===== config.mk =====
export PLATFORM = sky130hd
export DESIGN_NAME = dual_mac
export DESIGN_NICKNAME = d
export VERILOG_FILES = /design/src/rtl/dual_mac_pkg.sv /design/src/rtl/dual_mac_quad.sv /design/src/rtl/dual_mac_array.sv /design/src/rtl/dual_mac.sv
export SDC_FILE = /design/constraint.sdc
export NUM_CORES = 2
export LEC_CHECK = 0
export BUFFER_PORTS_ARGS = -buffer_cell sky130_fd_sc_hd__buf_2
export CORE_UTILIZATION = 63
export DETAILED_ROUTE_END_ITERATION = 8
export PLACE_DENSITY = 0.79
export SYNTH_ARGS = -nofsm -noshare
export SYNTH_HDL_FRONTEND = slang
export SYNTH_SLANG_ARGS = --single-unit

===== constraint.sdc =====
create_clock -name clk -period 1.2 [get_ports clk]
set_clock_uncertainty 0.05 [all_clocks]
set_input_delay 0.12 -clock clk [delete_from_list [all_inputs] [get_ports clk]]
set_output_delay 0.12 -clock clk [all_outputs]
set_load 0.02 [all_outputs]

===== src/rtl/dual_mac_pkg.sv =====
package dual_mac_pkg;

    typedef enum logic [1:0] {
        MAC_WIDE  = 2'b00,
        MAC_DOT32 = 2'b01,
        MAC_DOT64 = 2'b10,
        MAC_RSVD  = 2'b11
    } mac_op_e;

    // quadrant count of the shared multiplier array (2 x 2 halves)
    localparam int QUAD_N = 4;

endpackage


===== src/rtl/dual_mac_quad.sv =====
module dual_mac_quad #(
    parameter int HALF_W = 16
) (
    input  logic signed [HALF_W:0]     x_i,
    input  logic signed [HALF_W:0]     y_i,
    output logic signed [2*HALF_W+1:0] p_o
);
    // one extended-halfword signed multiplier
    always_comb begin
        p_o = x_i * y_i;
    end
endmodule


===== src/rtl/dual_mac_array.sv =====
module dual_mac_array
    import dual_mac_pkg::*;
#(
    parameter int HALF_W = 16
) (
    input  logic [2*HALF_W-1:0]        a_i,
    input  logic [2*HALF_W-1:0]        b_i,
    input  logic                       dual_i,
    input  logic                       sgn_i,
    input  logic                       xchg_i,
    output logic [4*HALF_W-1:0]        wide_o,
    output logic signed [2*HALF_W+1:0] dot_lo_o,
    output logic signed [2*HALF_W+1:0] dot_hi_o
);
    localparam int OP_W  = 2 * HALF_W;
    localparam int ACC_W = 4 * HALF_W;
    localparam int PP_W  = 2 * HALF_W + 2;

    logic [OP_W-1:0]          b_eff;
    logic signed [HALF_W:0]   xs [2];
    logic signed [HALF_W:0]   ys [2];
    logic signed [PP_W-1:0]   pp [QUAD_N];

    always_comb begin
        b_eff = (dual_i && xchg_i) ? {b_i[HALF_W-1:0], b_i[OP_W-1:HALF_W]} : b_i;
        // low halves are signed only in the dot modes
        xs[0] = {dual_i ? a_i[HALF_W-1] : 1'b0, a_i[HALF_W-1:0]};
        ys[0] = {dual_i ? b_eff[HALF_W-1] : 1'b0, b_eff[HALF_W-1:0]};
        // high halves are signed in the dot modes or for signed wide ops
        xs[1] = {(dual_i || sgn_i) ? a_i[OP_W-1] : 1'b0, a_i[OP_W-1:HALF_W]};
        ys[1] = {(dual_i || sgn_i) ? b_eff[OP_W-1] : 1'b0, b_eff[OP_W-1:HALF_W]};
    end

    for (genvar qa = 0; qa < 2; qa++) begin : g_row
        for (genvar qb = 0; qb < 2; qb++) begin : g_col
            dual_mac_quad #(.HALF_W(HALF_W)) u_quad (
                .x_i (xs[qa]),
                .y_i (ys[qb]),
                .p_o (pp[qa*2+qb])
            );
        end
    end

    always_comb begin
        wide_o = '0;
        for (int q = 0; q < QUAD_N; q++) begin
            wide_o = wide_o + (ACC_W'(pp[q]) << (HALF_W * ((q >> 1) + (q & 1))));
        end
        dot_lo_o = pp[0];
        dot_hi_o = pp[QUAD_N-1];
    end
endmodule


===== src/rtl/dual_mac.sv =====
module dual_mac
    import dual_mac_pkg::*;
#(
    parameter int HALF_W = 16
) (
    input  logic                  clk,
    input  logic                  rst_n,
    input  logic                  in_valid,
    input  logic [1:0]            op_code,
    input  logic                  op_signed,
    input  logic                  op_exchange,
    input  logic [2*HALF_W-1:0]   opa,
    input  logic [2*HALF_W-1:0]   opb,
    input  logic [4*HALF_W-1:0]   acc_in,
    output logic                  out_valid,
    output logic [4*HALF_W-1:0]   result,
    output logic                  ovf_flag
);
    localparam int OP_W  = 2 * HALF_W;
    localparam int ACC_W = 4 * HALF_W;
    localparam int PP_W  = 2 * HALF_W + 2;
    localparam int EX_W  = OP_W + 2;

    typedef struct packed {
        logic             vld;
        logic [ACC_W-1:0] res;
        logic             ovf;
    } mac_state_t;

    mac_state_t st_d, st_q;
    mac_op_e    op_e;
    logic       dual_sel;

    logic [ACC_W-1:0]        wide_prod;
    logic signed [PP_W-1:0]  dot_lo, dot_hi;
    logic signed [EX_W-1:0]  exact32;
    logic signed [PP_W:0]    dot_sum;

    always_comb begin
        op_e     = mac_op_e'(op_code);
        dual_sel = (op_e == MAC_DOT32) || (op_e == MAC_DOT64);
    end

    dual_mac_array #(.HALF_W(HALF_W)) u_array (
        .a_i      (opa),
        .b_i      (opb),
        .dual_i   (dual_sel),
        .sgn_i    (op_signed),
        .xchg_i   (op_exchange),
        .wide_o   (wide_prod),
        .dot_lo_o (dot_lo),
        .dot_hi_o (dot_hi)
    );

    always_comb begin
        st_d     = st_q;
        st_d.vld = in_valid;
        exact32  = EX_W'($signed(acc_in[OP_W-1:0])) + EX_W'(dot_lo) + EX_W'(dot_hi);
        dot_sum  = (PP_W+1)'(dot_lo) + (PP_W+1)'(dot_hi);
        if (in_valid) begin
            unique case (op_e)
                MAC_WIDE:  st_d.res = wide_prod + acc_in;
                MAC_DOT32: begin
                    st_d.res = ACC_W'($signed(exact32[OP_W-1:0]));
                    if ((exact32[EX_W-1:OP_W-1] != '0) && (exact32[EX_W-1:OP_W-1] != '1))
                        st_d.ovf = 1'b1;
                end
                MAC_DOT64: st_d.res = acc_in + ACC_W'(dot_sum);
                default:   st_d.res = '0;
            endcase
        end
    end

    always_ff @(posedge clk or negedge rst_n) begin
        if (!rst_n) st_q <= '0;
        else        st_q <= st_d;
    end

    assign out_valid = st_q.vld;
    assign result    = st_q.res;
    assign ovf_flag  = st_q.ovf;

    AST_VALID_LATENCY: assert property (@(posedge clk) disable iff (!rst_n)
        out_valid == $past(in_valid));
    AST_IDLE_HOLD: assert property (@(posedge clk) disable iff (!rst_n)
        !in_valid |=> $stable(result) && !out_valid);
    AST_OVF_STICKY: assert property (@(posedge clk) disable iff (!rst_n)
        ovf_flag |=> ovf_flag);
    AST_OVF_SOURCE: assert property (@(posedge clk) disable iff (!rst_n)
        $rose(ovf_flag) |-> $past(in_valid && op_code == 2'b01));
    AST_DOT32_SEXT: assert property (@(posedge clk) disable iff (!rst_n)
        $past(in_valid && op_code == 2'b01) |->
            (result[ACC_W-1:OP_W-1] == '0 || result[ACC_W-1:OP_W-1] == '1));
    AST_RSVD_ZERO: assert property (@(posedge clk) disable iff (!rst_n)
        $past(in_valid && op_code == 2'b11) |-> result == '0 && ovf_flag == $past(ovf_flag));
endmodule


# Yosys cells after proc, flatten, opt, wreduce, memory -nomap -nowiden
# Index checks and enable logic that the tools add are counted.
dict set report classes {
  mux 6
  addsub 8
  n_eq_ne 3
  n_reduce_logical 7
  n_mul 4
}
# cell n
set ops {}
lappend ops {{$add A64 B64 Y64} 3}
lappend ops {{$pmux W64 S3} 1}
lappend ops {{$mul A17 B17 Y34} 4}
lappend ops {{$add A51 B50 Y52} 1}
lappend ops {{$add A34 B50 Y51} 1}
lappend ops {{$add A34 B34 Y35} 1}
lappend ops {{$add A32 B34 Y34} 1}
lappend ops {{$add A34 B34 Y34} 1}
lappend ops {{$mux W32} 1}
lappend ops {{$mux W1} 4}
lappend ops {{$ne A3 B3 Y1 const B} 1}
lappend ops {{$reduce_and A3 Y1} 1}
lappend ops {{$reduce_bool A3 Y1} 1}
lappend ops {{$eq A2 B1 Y1 const B} 1}
lappend ops {{$eq A2 B2 Y1 const B} 1}
lappend ops {{$logic_and A1 B1 Y1} 2}
lappend ops {{$logic_not A2 Y1} 1}
lappend ops {{$logic_or A1 B1 Y1} 2}
dict set report totals {
  elab_cells 31
  output_inout_bits 66
  register_bits 66
  input_bits 135
}

# Longest topological paths before layout
dict set report logic_depth {
  ltp_word 11
  depth_mapped 60
  mapped_depth_nobuf 57
}

# By module
# From an unflattened synthesis, not the netlist that was laid out.
dict set report unflattened {
  hier_cells 6823
  hier_area_um2 60045.1
}
# module seq_area_each_um2 area_per_inst_um2 instances cells_each
set by_module_without_submodules {}
lappend by_module_without_submodules {dual_mac 1651.6 11235.8 1 1432}
lappend by_module_without_submodules {{dual_mac_quad (u_array.g_row[0].g_col[0].u_quad)} 0.0 11138.2 1 1229}
lappend by_module_without_submodules {{dual_mac_quad (u_array.g_row[1].g_col[1].u_quad)} 0.0 11073.1 1 1205}
lappend by_module_without_submodules {{dual_mac_quad (u_array.g_row[1].g_col[0].u_quad)} 0.0 11013.1 1 1202}
lappend by_module_without_submodules {{dual_mac_quad (u_array.g_row[0].g_col[1].u_quad)} 0.0 10895.4 1 1173}
lappend by_module_without_submodules {dual_mac_array 0.0 4689.5 1 582}

# Least setup slack after synthesis
# Ideal clock, no wire load.
dict set report synth_timing {
  path_kind {input -> register}
  startpoint {input port op_code[0]}
  endpoint {register st_q, in the netlist result[63]}
  stages 53
  n_path_buf 4
  arrival_ns 13.534
  setup_time_ns 0.138
  required_ns 1.012
  setup_slack_ns -12.523
  path_cell_list {inv_1 ha_1 nand2_1 clkbuf_1 buf_1 clkbuf_1 mux2_2 clkbuf_1 nand2_1 fa_1 inv_1 fa_1 inv_1 fa_1 inv_1 fa_1 fa_1 inv_1 (+17 left out) o31a_1 o41ai_1 o41ai_1 o21ai_1 fa_1 inv_1 ha_1 and2_1 and3_1 a221oi_1 inv_1 a21o_1 a41oi_1 nand3_1 a31oi_1 xnor2_1 a222oi_1 o31ai_2}
}
dict set report synth_between {
  elab_chain_len 11
  elab_cells_between_ends 24
  cone_classes {add/sub (8); mul (4); eq/ne (2); mux (6); reduce/logical (4)}
}
# item line_no
set synth_rtl {}
lappend synth_rtl {{start: declaration} dual_mac.sv:9} ;# input logic [1:0] op_code,
lappend synth_rtl {{$eq A2 B1 Y1 / $eq A2 B2 Y1 (equally long branches)} {dual_mac.sv:41, dual_mac.sv:61}}
lappend synth_rtl {{$logic_or A1 B1 Y1} dual_mac.sv:41} ;# dual_sel = (op_e == MAC_DOT32) || (op_e == MAC_DOT64);
lappend synth_rtl {{$logic_and A1 B1 Y1} dual_mac_array.sv:25} ;# b_eff = (dual_i && xchg_i) ? {b_i[HALF_W-1:0], b_i[OP_W-1:HALF_W]} : b_i;
lappend synth_rtl {{$mux W32} dual_mac_array.sv:25}
lappend synth_rtl {{$mux W1, on equally long branches} {dual_mac_array.sv:28, dual_mac_array.sv:31}}
lappend synth_rtl {{$mul A17 B17 Y34} dual_mac_quad.sv:10} ;# p_o = x_i * y_i;
lappend synth_rtl {{$add A34 B50 Y51} dual_mac_array.sv:47} ;# wide_o = wide_o + (ACC_W'(pp[q]) << (HALF_W * ((q >> 1) + (q & 1))));
lappend synth_rtl {{$add A51 B50 Y52} dual_mac_array.sv:47}
lappend synth_rtl {{$add A64 B64 Y64} dual_mac_array.sv:47}
lappend synth_rtl {{$add A64 B64 Y64} dual_mac.sv:62} ;# MAC_WIDE: st_d.res = wide_prod + acc_in;
lappend synth_rtl {{$pmux W64 S3 (*)} dual_mac.sv:61} ;# unique case (op_e)
lappend synth_rtl {{end signal: assignment} dual_mac.sv:76} ;# else st_q <= st_d;
lappend synth_rtl {{end: declaration} dual_mac.sv:30} ;# mac_state_t st_d, st_q;
# Mark *: on every way between the ends. The rest lies on a longest branch, timed or not.
# A chain may end at the register's enable or synchronous reset.

# Final worst setup path
dict set report layout_timing {
  startpoint {input port op_code[0]}
  endpoint {register st_q, in the netlist result[62]}
}
# The elaborated chain is that of the path after synthesis.

==> flow_summary.json <==
{
  "status": "finished with violations",
  "violations": "design-rule violations, negative setup slack",
  "fp-row-count": 114,
  "antenna_found_initial": 16,
  "clock_latency_ps": 360,
  "cp_max_fo": 7,
  "reg2reg_depth": 2,
  "synthArstFlopShare_pct": 100,
  "antenna_left": 0,
  "worstSetupPathType": "in -> reg",
  "area_growth_pct": 32.1,
  "drtIter0Drc": 5303,
  "syn_area_um2": 61800,
  "start_util_pct": 63.8,
  "tightest_slew_ps": 827,
  "setup.worst_path.start": "op_code[0]",
  "post_drt_wl_per_cell_um": 22.3,
  "timing.rr.end": "result[63]$_DFFE_PN0P_",
  "fin_util_pct": 84.3,
  "cts_tree": "yes",
  "vias_per_cell": 5.91,
  "drc": 14,
  "multi_input_area_um2": 57100,
  "clk_pin_slew_worst_paths_ps": 60,
  "rsz0062_at_grt": "yes",
  "hold_viol": 0,
  "ys_ff_latch": 66,
  "slowest_stage": "fa_2",
  "hold_path.class": "in -> reg",
  "hold_depth": 2,
  "slowest_delay_ps": 600,
  "synth_fp_nets": 9120,
  "wirelength_um": 225000,
  "slew_viol_final": 0,
  "period_share_pct": 1030,
  "yosys_warnings": 0,
  "dp_hpwl_um": 184000,
  "cts_sinks": 66,
  "crit_end": "result[62]$_DFFE_PN0P_",
  "crit_arrival_ps": 12640,
  "grt_overflow_total": 0,
  "grt_usage_pct": 44.2,
  "gp_congestion": 1.02,
  "synth_ff_type": "dfrtp_1",
  "grt_max_degree": 67,
  "clockBufferDepth": 2,
  "fin_setup_tns_ps": -589090,
  "slew_headroom_pct": 44.7,
  "r2r-start": "result[63]$_DFFE_PN0P_",
  "crit_top_cell": "fa_1",
  "synth_cells": 7100,
  "h-tree-depth": 3,
  "worstSetupStartpointType": "primary input",
  "synth_seq_area_share_pct": 2.67,
  "drtPass1Iterations": 9,
  "fmax_mhz": 80.5,
  "finalSetupViolations": 65,
  "chipWidth_um": 315,
  "cap_violations": 0,
  "die_h_um": 315,
  "yosys.cell_types.count": 97,
  "grt_pass1_vias": 62649,
  "cp.required_ps": 1430,
  "nNetsFinal": 10822,
  "drive_gt1_share_pct": 29.2,
  "min_period_ps": 12420,
  "portBuffers": 200,
  "cp-end-kind": "register",
  "syn_area_per_cell_um2": 8.70,
  "cts_made_buffers": 9,
  "fillCellCount": 5590,
  "clock_tree.root_cell": "clkbuf_16",
  "core-area_um2": 96900,
  "dieArea_um2": 99300,
  "finalWorstSetupSlack_ps": -11220,
  "seqCellArea_um2": 1650,
  "r2r_setup_slack_ps": 90,
  "synth_edf_count": 0,
  "grt_pass1_wl_um": 337000,
  "ios": 201,
  "vias": 59590
}
## Yosys cell counts (all sizes together) (32+ instances only)
cell,count,area share [%]
nor3,64,0.53
ha,617,12
a211oi,36,0.46
and2,368,3.7
clkbuf,272,1.7
inv,1457,8.9
nand3,55,0.45
o21bai,61,0.74
a21oi,323,2.6
fa,1268,41
nor2b,153,1.5
xnor2,254,3.6
nand4,41,0.42
a21o,163,2.0
nand2,777,4.7
nor2,219,1.3
nand2b,77,0.78
o21a,47,0.57
o2bb2ai,44,0.62
o21ai,183,1.5
a31oi,32,0.32
dfrtp,66,2.7
xor2,94,1.3
## flip-flops by register name, indices dropped and copies added (netlist names)
register	cells
result	64
ovf_flag	1
out_valid	1
## worst max-delay path, delay by kind of cell
| family | cells | cell delay [ps] |
|---|---|---|
| buffers and inverters | 14 | 1460 |
| and+or+nand+nor | 8 | 1210 |
| xor gates and xnor gates | 2 | 290 |
| adders and majority gates | 12 | 5430 |
| muxes | 1 | 300 |
| AOI/OAI and AO/OA | 21 | 3780 |
## per-stage QoR
step,setup WS (ps),area (um2),std cells,hold slack [ps]
global placement,-11540,77400,9967,107
CTS,-10950,80000,10037,39.2
detailed placement,-11730,77400,9967,116
finish,-11220,81600,10091,62.9
floorplan,-10640,62900,7100,-226
global route,-11600,81600,10087,56.1
## worst min-delay path by stage
stage	startpoint	endpoint	slack (ps)
4_1_cts	in_valid	out_valid$_DFF_PN0_	40
3_5_place_dp	rst_n	result[58]$_DFFE_PN0P_	120
3_3_place_gp	rst_n	result[55]$_DFFE_PN0P_	110
6_report	in_valid	out_valid$_DFF_PN0_	60
5_1_grt	in_valid	out_valid$_DFF_PN0_	60
2_1_floorplan	rst_n	out_valid$_DFF_PN0_	-230
## layout by cell type (no fill, tap or decap), types with 49 or more instances in the layout
cell type	n
and2_1	357
fa_1	1258
buf_12	58
nor2_1	196
a21oi_1	240
dfrtp_1	66
xnor2_1	207
o21bai_1	55
buf_4	1666
nand3_1	50
ha_1	536
inv_1	1426
nor2b_1	150
nand2_1	756
a21o_1	163
ha_4	79
a21oi_2	68
nand2b_1	74
buf_2	198
nor3_1	49
o21ai_0	115
xor2_1	79
## layer usage
metal,up-vias,routed length (um),GRT usage (%),share of wire [%]
li1,25751,-,-,-
met1,29405,78300,53.5,35
met2,3286,103000,70.4,46
met3,1132,23500,10.3,10
met4,16,19300,29.3,8.6
met5,-,294,0.629,0.13
## cells by family (layout without fill, tap and decap cells)
kind of cell	after synthesis	in the layout	synth area share (%)
adder cells (fa/ha/maj)	1885	1885	53.6
AO/OA/AOI/OAI	1139	1139	12.4
flip-flops	66	66	2.67
multiplexers	49	49	0.855
buffers and inverters	1745	3452	10.6
AND/OR/NAND/NOR	1865	1865	14.8
other	0	8	0
XOR/XNOR	351	351	5.10
## area by class of cell
class,count,area share [%]
antenna,8,0.0245
clock buffer,11,0.310
clock inverter,5,0.0644
inverter,1459,6.74
multi-input combinational,5289,70.0
sequential,66,2.02
tap,1276,1.96
timing repair buffer,1977,18.9
## what timing repair did
item / CTS / global route
hold endpoints to repair: 66 / 0
resized for setup: 362 / 222
buffers inserted: 55 / 47
hold buffers: 1 / 0
pin swaps: 159 / 150
endpoints found under the setup margin: 65 / 65
cloned: 3 / 3
Power is not shown: default switching activity piles up to over one toggle a cycle in this logic, so the estimate is an artifact.
